`config.mk`:
```
export PLATFORM = sky130hd
export DESIGN_NAME = gpio_pin_reg
export DESIGN_NICKNAME = d
export VERILOG_FILES = /design/src/rtl/gpio_pin_pkg.sv /design/src/rtl/gpio_pin_ctrl.sv /design/src/rtl/gpio_pin_sync.sv /design/src/rtl/gpio_pin_datapath.sv /design/src/rtl/gpio_pin_reg.sv
export SDC_FILE = /design/constraint.sdc
export NUM_CORES = 1
export LEC_CHECK = 0
export BUFFER_PORTS_ARGS = -buffer_cell sky130_fd_sc_hd__buf_4
export CAP_MARGIN = 40
export CORE_MARGIN = 2
export CORE_UTILIZATION = 31
export DETAILED_ROUTE_END_ITERATION = 7
export PLACE_DENSITY_LB_ADDON = 0.12
export SYNTH_ARGS = -nofsm -noshare
export SYNTH_HDL_FRONTEND = slang
export SYNTH_SLANG_ARGS = --single-unit
```
`constraint.sdc`:
```
create_clock -name clk -period 1 [get_ports clk]
set_input_delay 0.1 -clock clk [delete_from_list [all_inputs] [get_ports clk]]
set_output_delay 0.1 -clock clk [all_outputs]
set_load 0.005 [all_outputs]
```
`src/rtl/gpio_pin_pkg.sv`:
```
package gpio_pin_pkg;
  localparam int PIN_COUNT    = 2;
  localparam int FIELD_STRIDE = 8;
  localparam int DIR_BIT      = 0;
  localparam int DIR_MASK_BIT = 1;
  localparam int VAL_BIT      = 2;
  localparam int VAL_MASK_BIT = 3;
  localparam int IN_BIT       = 4;
  localparam int PUD_BIT      = 5;

  typedef struct packed {
    logic dirWr;
    logic dirVal;
    logic valWr;
    logic valVal;
    logic pudWr;
    logic pudVal;
  } pinStrobe_t;
endpackage

```
`src/rtl/gpio_pin_ctrl.sv`:
```
module gpio_pin_ctrl
  import gpio_pin_pkg::*;
#(
  parameter int DATA_W = 32
) (
  input  logic                                 wrEn,
  input  logic [DATA_W-1:0]                    wrData,
  output pinStrobe_t [PIN_COUNT-1:0]           strobes
);
  function automatic logic [DATA_W-1:0] usedBits();
    logic [DATA_W-1:0] m;
    m = '0;
    for (int p = 0; p < PIN_COUNT; p++) begin
      m[p*FIELD_STRIDE + DIR_BIT]      = 1'b1;
      m[p*FIELD_STRIDE + DIR_MASK_BIT] = 1'b1;
      m[p*FIELD_STRIDE + VAL_BIT]      = 1'b1;
      m[p*FIELD_STRIDE + VAL_MASK_BIT] = 1'b1;
      m[p*FIELD_STRIDE + PUD_BIT]      = 1'b1;
    end
    return m;
  endfunction

  localparam logic [DATA_W-1:0] USED_MASK = usedBits();

  logic unusedBits;
  assign unusedBits = ^(wrData & ~USED_MASK);

  for (genvar p = 0; p < PIN_COUNT; p++) begin : g_pin
    localparam int BASE = p * FIELD_STRIDE;
    always_comb begin
      strobes[p].dirWr  = wrEn & wrData[BASE + DIR_MASK_BIT];
      strobes[p].dirVal = wrData[BASE + DIR_BIT];
      strobes[p].valWr  = wrEn & wrData[BASE + VAL_MASK_BIT];
      strobes[p].valVal = wrData[BASE + VAL_BIT];
      strobes[p].pudWr  = wrEn;
      strobes[p].pudVal = wrData[BASE + PUD_BIT];
    end
  end
endmodule

```
`src/rtl/gpio_pin_sync.sv`:
```
module gpio_pin_sync #(
  parameter int SYNC_STAGES = 2
) (
  input  logic clk,
  input  logic rstN,
  input  logic padIn,
  output logic syncOut
);
  if (SYNC_STAGES <= 1) begin : g_single
    logic stageQ;
    always_ff @(posedge clk or negedge rstN) begin
      if (!rstN) stageQ <= 1'b0;
      else       stageQ <= padIn;
    end
    assign syncOut = stageQ;
  end else begin : g_chain
    logic [SYNC_STAGES-1:0] stageQ;
    always_ff @(posedge clk or negedge rstN) begin
      if (!rstN) stageQ <= '0;
      else       stageQ <= {stageQ[SYNC_STAGES-2:0], padIn};
    end
    assign syncOut = stageQ[SYNC_STAGES-1];
  end
endmodule

```
`src/rtl/gpio_pin_datapath.sv`:
```
module gpio_pin_datapath
  import gpio_pin_pkg::*;
#(
  parameter int DATA_W      = 32,
  parameter int SYNC_STAGES = 2
) (
  input  logic                       clk,
  input  logic                       rstN,
  input  pinStrobe_t [PIN_COUNT-1:0] strobes,
  input  logic [PIN_COUNT-1:0]       padIn,
  output logic [PIN_COUNT-1:0]       padOe,
  output logic [PIN_COUNT-1:0]       padOut,
  output logic [PIN_COUNT-1:0]       pudOut,
  output logic [DATA_W-1:0]          rdData
);
  logic [PIN_COUNT-1:0] dirQ;
  logic [PIN_COUNT-1:0] valQ;
  logic [PIN_COUNT-1:0] pudQ;
  logic [PIN_COUNT-1:0] inSync;

  always_ff @(posedge clk or negedge rstN) begin
    if (!rstN) begin
      dirQ <= '0;
      valQ <= '0;
      pudQ <= '0;
    end else begin
      for (int p = 0; p < PIN_COUNT; p++) begin
        if (strobes[p].dirWr) dirQ[p] <= strobes[p].dirVal;
        if (strobes[p].valWr) valQ[p] <= strobes[p].valVal;
        if (strobes[p].pudWr) pudQ[p] <= strobes[p].pudVal;
      end
    end
  end

  for (genvar p = 0; p < PIN_COUNT; p++) begin : g_sync
    gpio_pin_sync #(.SYNC_STAGES(SYNC_STAGES)) u_sync (
      .clk     (clk),
      .rstN    (rstN),
      .padIn   (padIn[p]),
      .syncOut (inSync[p])
    );
  end

  assign padOe  = dirQ & ~valQ;
  assign padOut = '0;
  assign pudOut = pudQ;

  always_comb begin
    rdData = '0;
    for (int p = 0; p < PIN_COUNT; p++) begin
      rdData[p*FIELD_STRIDE + DIR_BIT] = dirQ[p];
      rdData[p*FIELD_STRIDE + VAL_BIT] = valQ[p];
      rdData[p*FIELD_STRIDE + IN_BIT]  = inSync[p];
      rdData[p*FIELD_STRIDE + PUD_BIT] = pudQ[p];
    end
  end
endmodule

```
`src/rtl/gpio_pin_reg.sv`:
```
module gpio_pin_reg
  import gpio_pin_pkg::*;
#(
  parameter int DATA_W      = 32,
  parameter int SYNC_STAGES = 2
) (
  input  logic              clk,
  input  logic              rstN,
  input  logic              wrEn,
  input  logic [DATA_W-1:0] wrData,
  output logic [DATA_W-1:0] rdData,
  input  logic              sclIn,
  input  logic              sdaIn,
  output logic              sclOe,
  output logic              sclOut,
  output logic              sdaOe,
  output logic              sdaOut,
  output logic              sclPullupDis,
  output logic              sdaPullupDis
);
  pinStrobe_t [PIN_COUNT-1:0] strobes;
  logic [PIN_COUNT-1:0] padOe;
  logic [PIN_COUNT-1:0] padOut;
  logic [PIN_COUNT-1:0] pudOut;

  gpio_pin_ctrl #(.DATA_W(DATA_W)) u_ctrl (
    .wrEn    (wrEn),
    .wrData  (wrData),
    .strobes (strobes)
  );

  gpio_pin_datapath #(.DATA_W(DATA_W), .SYNC_STAGES(SYNC_STAGES)) u_dp (
    .clk     (clk),
    .rstN    (rstN),
    .strobes (strobes),
    .padIn   ({sdaIn, sclIn}),
    .padOe   (padOe),
    .padOut  (padOut),
    .pudOut  (pudOut),
    .rdData  (rdData)
  );

  assign sclOe        = padOe[0];
  assign sdaOe        = padOe[1];
  assign sclOut       = padOut[0];
  assign sdaOut       = padOut[1];
  assign sclPullupDis = pudOut[0];
  assign sdaPullupDis = pudOut[1];
endmodule

```
==> results_dict.tcl <==
set metrics [dict create \
    cts_tree "done" \
    synth-main-ff-cell "dfrtp_1" \
    startpoint_type "register" \
    drc_errors 0 \
    antenna-diode-count 0 \
    ant_nets 0 \
    pwr-share-comb_pct 23.7 \
    clk_root_buffer_cell "clkbuf_4" \
    io_pins 75 \
    finalNonFillerCells 108 \
    cts.clk_slew.worst_paths_ns 0.06 \
    io_buffers 26 \
    timing.fmax_mhz 989.2 \
    cts.htree.levels 1 \
    rsz0062_at_grt "true" \
    drt-total-wl_um 871 \
    critPathRequiredTime_ns 0.90 \
    core_sq_um 1764 \
    ys_types 7 \
    area_growth_pct 29.94 \
    synthesis.instances 53 \
    min_period_ns 1.011 \
    pwr-share-clk_pct 32.6 \
    synth_area_leaders "dfrtp_1 (42%), buf_4 (38%), mux2_4 (10%), mux2_2 (3.8%), nand2_1 (2.5%)" \
    dp_cells 99 \
    clock-sinks 10 \
    grt_pass1_vias 307 \
    hold_slack_ns 0.07062 \
    ir_drop_uv 545.0 \
    period_share_pct 101.1 \
    initial_utilization_pct 33.40 \
    drive_gt1_share_pct 45.78 \
    cp_max_fo 3 \
    finClkSkew_ns 0.0001648 \
    ys_seq_area_share_pct 42.46 \
    synth_top_cell_area_share_pct 42.46 \
    syn_area_per_cell_sq_um 11.12 \
    critical_path_class "register to output pin" \
    synth_edf_count 0 \
    syn_area_sq_um 589.3 \
    cts_made_buffers 3 \
    place.gp.congestion 0.6450 \
    insertion_delay_ns 0.25 \
    grt_max_degree 11 \
    fp-row-count 15 \
    cts_buffer_depth 2 \
    setup_viol 1 \
    report.final.slew_viol_count 0 \
    die_x_um 47.60 \
    power_switching_share_pct 22.44 \
    drtIter0Drc 0 \
    nets 121 \
    yosysWarnings 0 \
    leakage_nw 0.4266 \
    violations "negative setup slack" \
    regArea_sq_um 250.2 \
    cp.arrival_ns 0.91 \
    p_seq_share_pct 43.8 \
    async_reset_ff_share_pct 100.0 \
    vias 351 \
    intPower_uw 834.1 \
    ys_seq_elements 10 \
    synth_top_cell_by_area "dfrtp_1" \
    avgViaCountPerCell 3.250 \
    routedWlPerCell_um 8.065 \
    dp_hpwl_um 689 \
    multi_input_area_sq_um 207.7 \
    maxCapViolCount 0 \
    hold_violations 0 \
    synthTopCellsByCount "buf_4 (30), dfrtp_1 (10), mux2_4 (4), nand2_1 (4)" \
    min_path_type "input pin to register" \
    endpoint_kind "output pin" \
    p_sw_uw 241.4 \
    n_fill_cell 183 \
    grt_antenna_before_repair 0 \
    finalWorstSetupSlack_ns -0.01095 \
    grt_overflow 0 \
    power_density_nw_per_um2 1404 \
    die_area_sq_um 2266 \
    grt_pass1_wl_um 1152 \
    dr.pass1.iters 1 \
    grt_util_all_layers_pct 7.746 \
    outcome "complete, but fails checks" \
    chipHeight_um 47.60 \
    synth_most_common_cell "buf_4" \
]
==> path summary, 6_finish.rpt <==
path / to / cells after the start / startpoint / slack [ns]
worst max-delay path: sclOe / 2 / u_dp.dirQ[0] / -0.01
worst min-delay path: u_dp.dirQ[0] / 2 / wrData[0] / 0.07
worst max register to register: u_dp.valQ[1] / 2 / u_dp.valQ[1] / 0.11
worst min register to register: u_dp.g_sync[1].u_sync.g_chain.stageQ[1] / 0 / u_dp.g_sync[1].u_sync.g_chain.stageQ[0] / 0.35
max in group asynchronous: u_dp.g_sync[1].u_sync.g_chain.stageQ[0] / 2 / rstN / 0.67
min in group asynchronous: u_dp.valQ[0] / 2 / rstN / 0.20
==> layout make-up <==
| cell class | count | area share, % |
|---|---|---|
| Sequential cell | 10 | 32.68 |
| Timing Repair Buffer | 31 | 31.37 |
| Multi-Input combinational cell | 38 | 27.12 |
| Clock buffer | 4 | 4.739 |
| Tap cell | 25 | 4.085 |
==> placed cells by master, fill, tap and decap left out <==
cell type      Yosys  final
buf_4             30     28
conb_1             1     26
dfrtp_1           10     10
nand2_1            4      4
mux2_4             4      4
clkbuf_4           0      3
dlygate4sd3_1      0      3
nor2b_1            2      2
mux2_2             2      2
clkbuf_8           0      1
==> worst max-delay path: stages (launching register included) <==
cell and delay (ns):
dfrtp_1 0.39, nor2b_1 0.14, buf_4 0.13
==> per-stage QoR <==
stage	instance area, sq um	setup slack [ns]	setup TNS, ns	power (mW)	utilization [%]
5_1_grt	765.7	-0.06109	-0.09736	1.146	43.40
4_1_cts	758.2	-0.02846	-0.03289	1.085	42.98
3_3_place_gp	684.4	0.2407	0	0.7070	38.79
3_5_place_dp	684.4	0.2336	0	0.7072	38.79
6_report	765.7	-0.01095	-0.01095	1.075	43.40
2_1_floorplan	683.2	0.2458	0	0.6535	-
==> flip-flops by register name (all words and copies together) (netlist names) <==
signal	count
u_dp.pudOut	2
u_dp.g_sync.u_sync.g_chain.stageQ	4
u_dp.dirQ	2
u_dp.valQ	2
==> power groups by stage <==
stage | logic [mW] | registers (mW) | clock network (mW)
4_1_cts | 0.246 | 0.472 | 0.366
3_5_place_dp | 0.228 | 0.479 | 0
5_1_grt | 0.286 | 0.477 | 0.384
3_3_place_gp | 0.226 | 0.481 | 0
6_report | 0.255 | 0.471 | 0.350
2_1_floorplan | 0.175 | 0.478 | 0
==> layer usage <==
| layer | GRT usage [%] | vias up | wire length [um] |
|---|---|---|---|
| met5 | 0 | - | 0 |
| met4 | 3.243 | 0 | 0 |
| met3 | 3.396 | 0 | 106 |
| met2 | 12.70 | 29 | 433 |
| met1 | 8.817 | 152 | 332 |
| li1 | - | 170 | - |
==> kinds of logic (layout without fill, tap and decap cells) <==
| logic type | Yosys count | in the layout | synth area share, % |
|---|---|---|---|
| mux | 6 | 6 | 14.01 |
| buf+inv | 30 | 35 | 38.22 |
| flops | 10 | 10 | 42.46 |
| other cells | 1 | 26 | 0.6363 |
| simple gates | 6 | 6 | 4.670 |
==> what timing repair did <==
item                       CTS  global route
setup endpoints to repair    2             2
gates cloned                 0             0
resized for setup            0             0
hold buffers                 3             0
buffers inserted             1             1
hold endpoints to repair    12             0
Power figures use the tool's default switching activity.
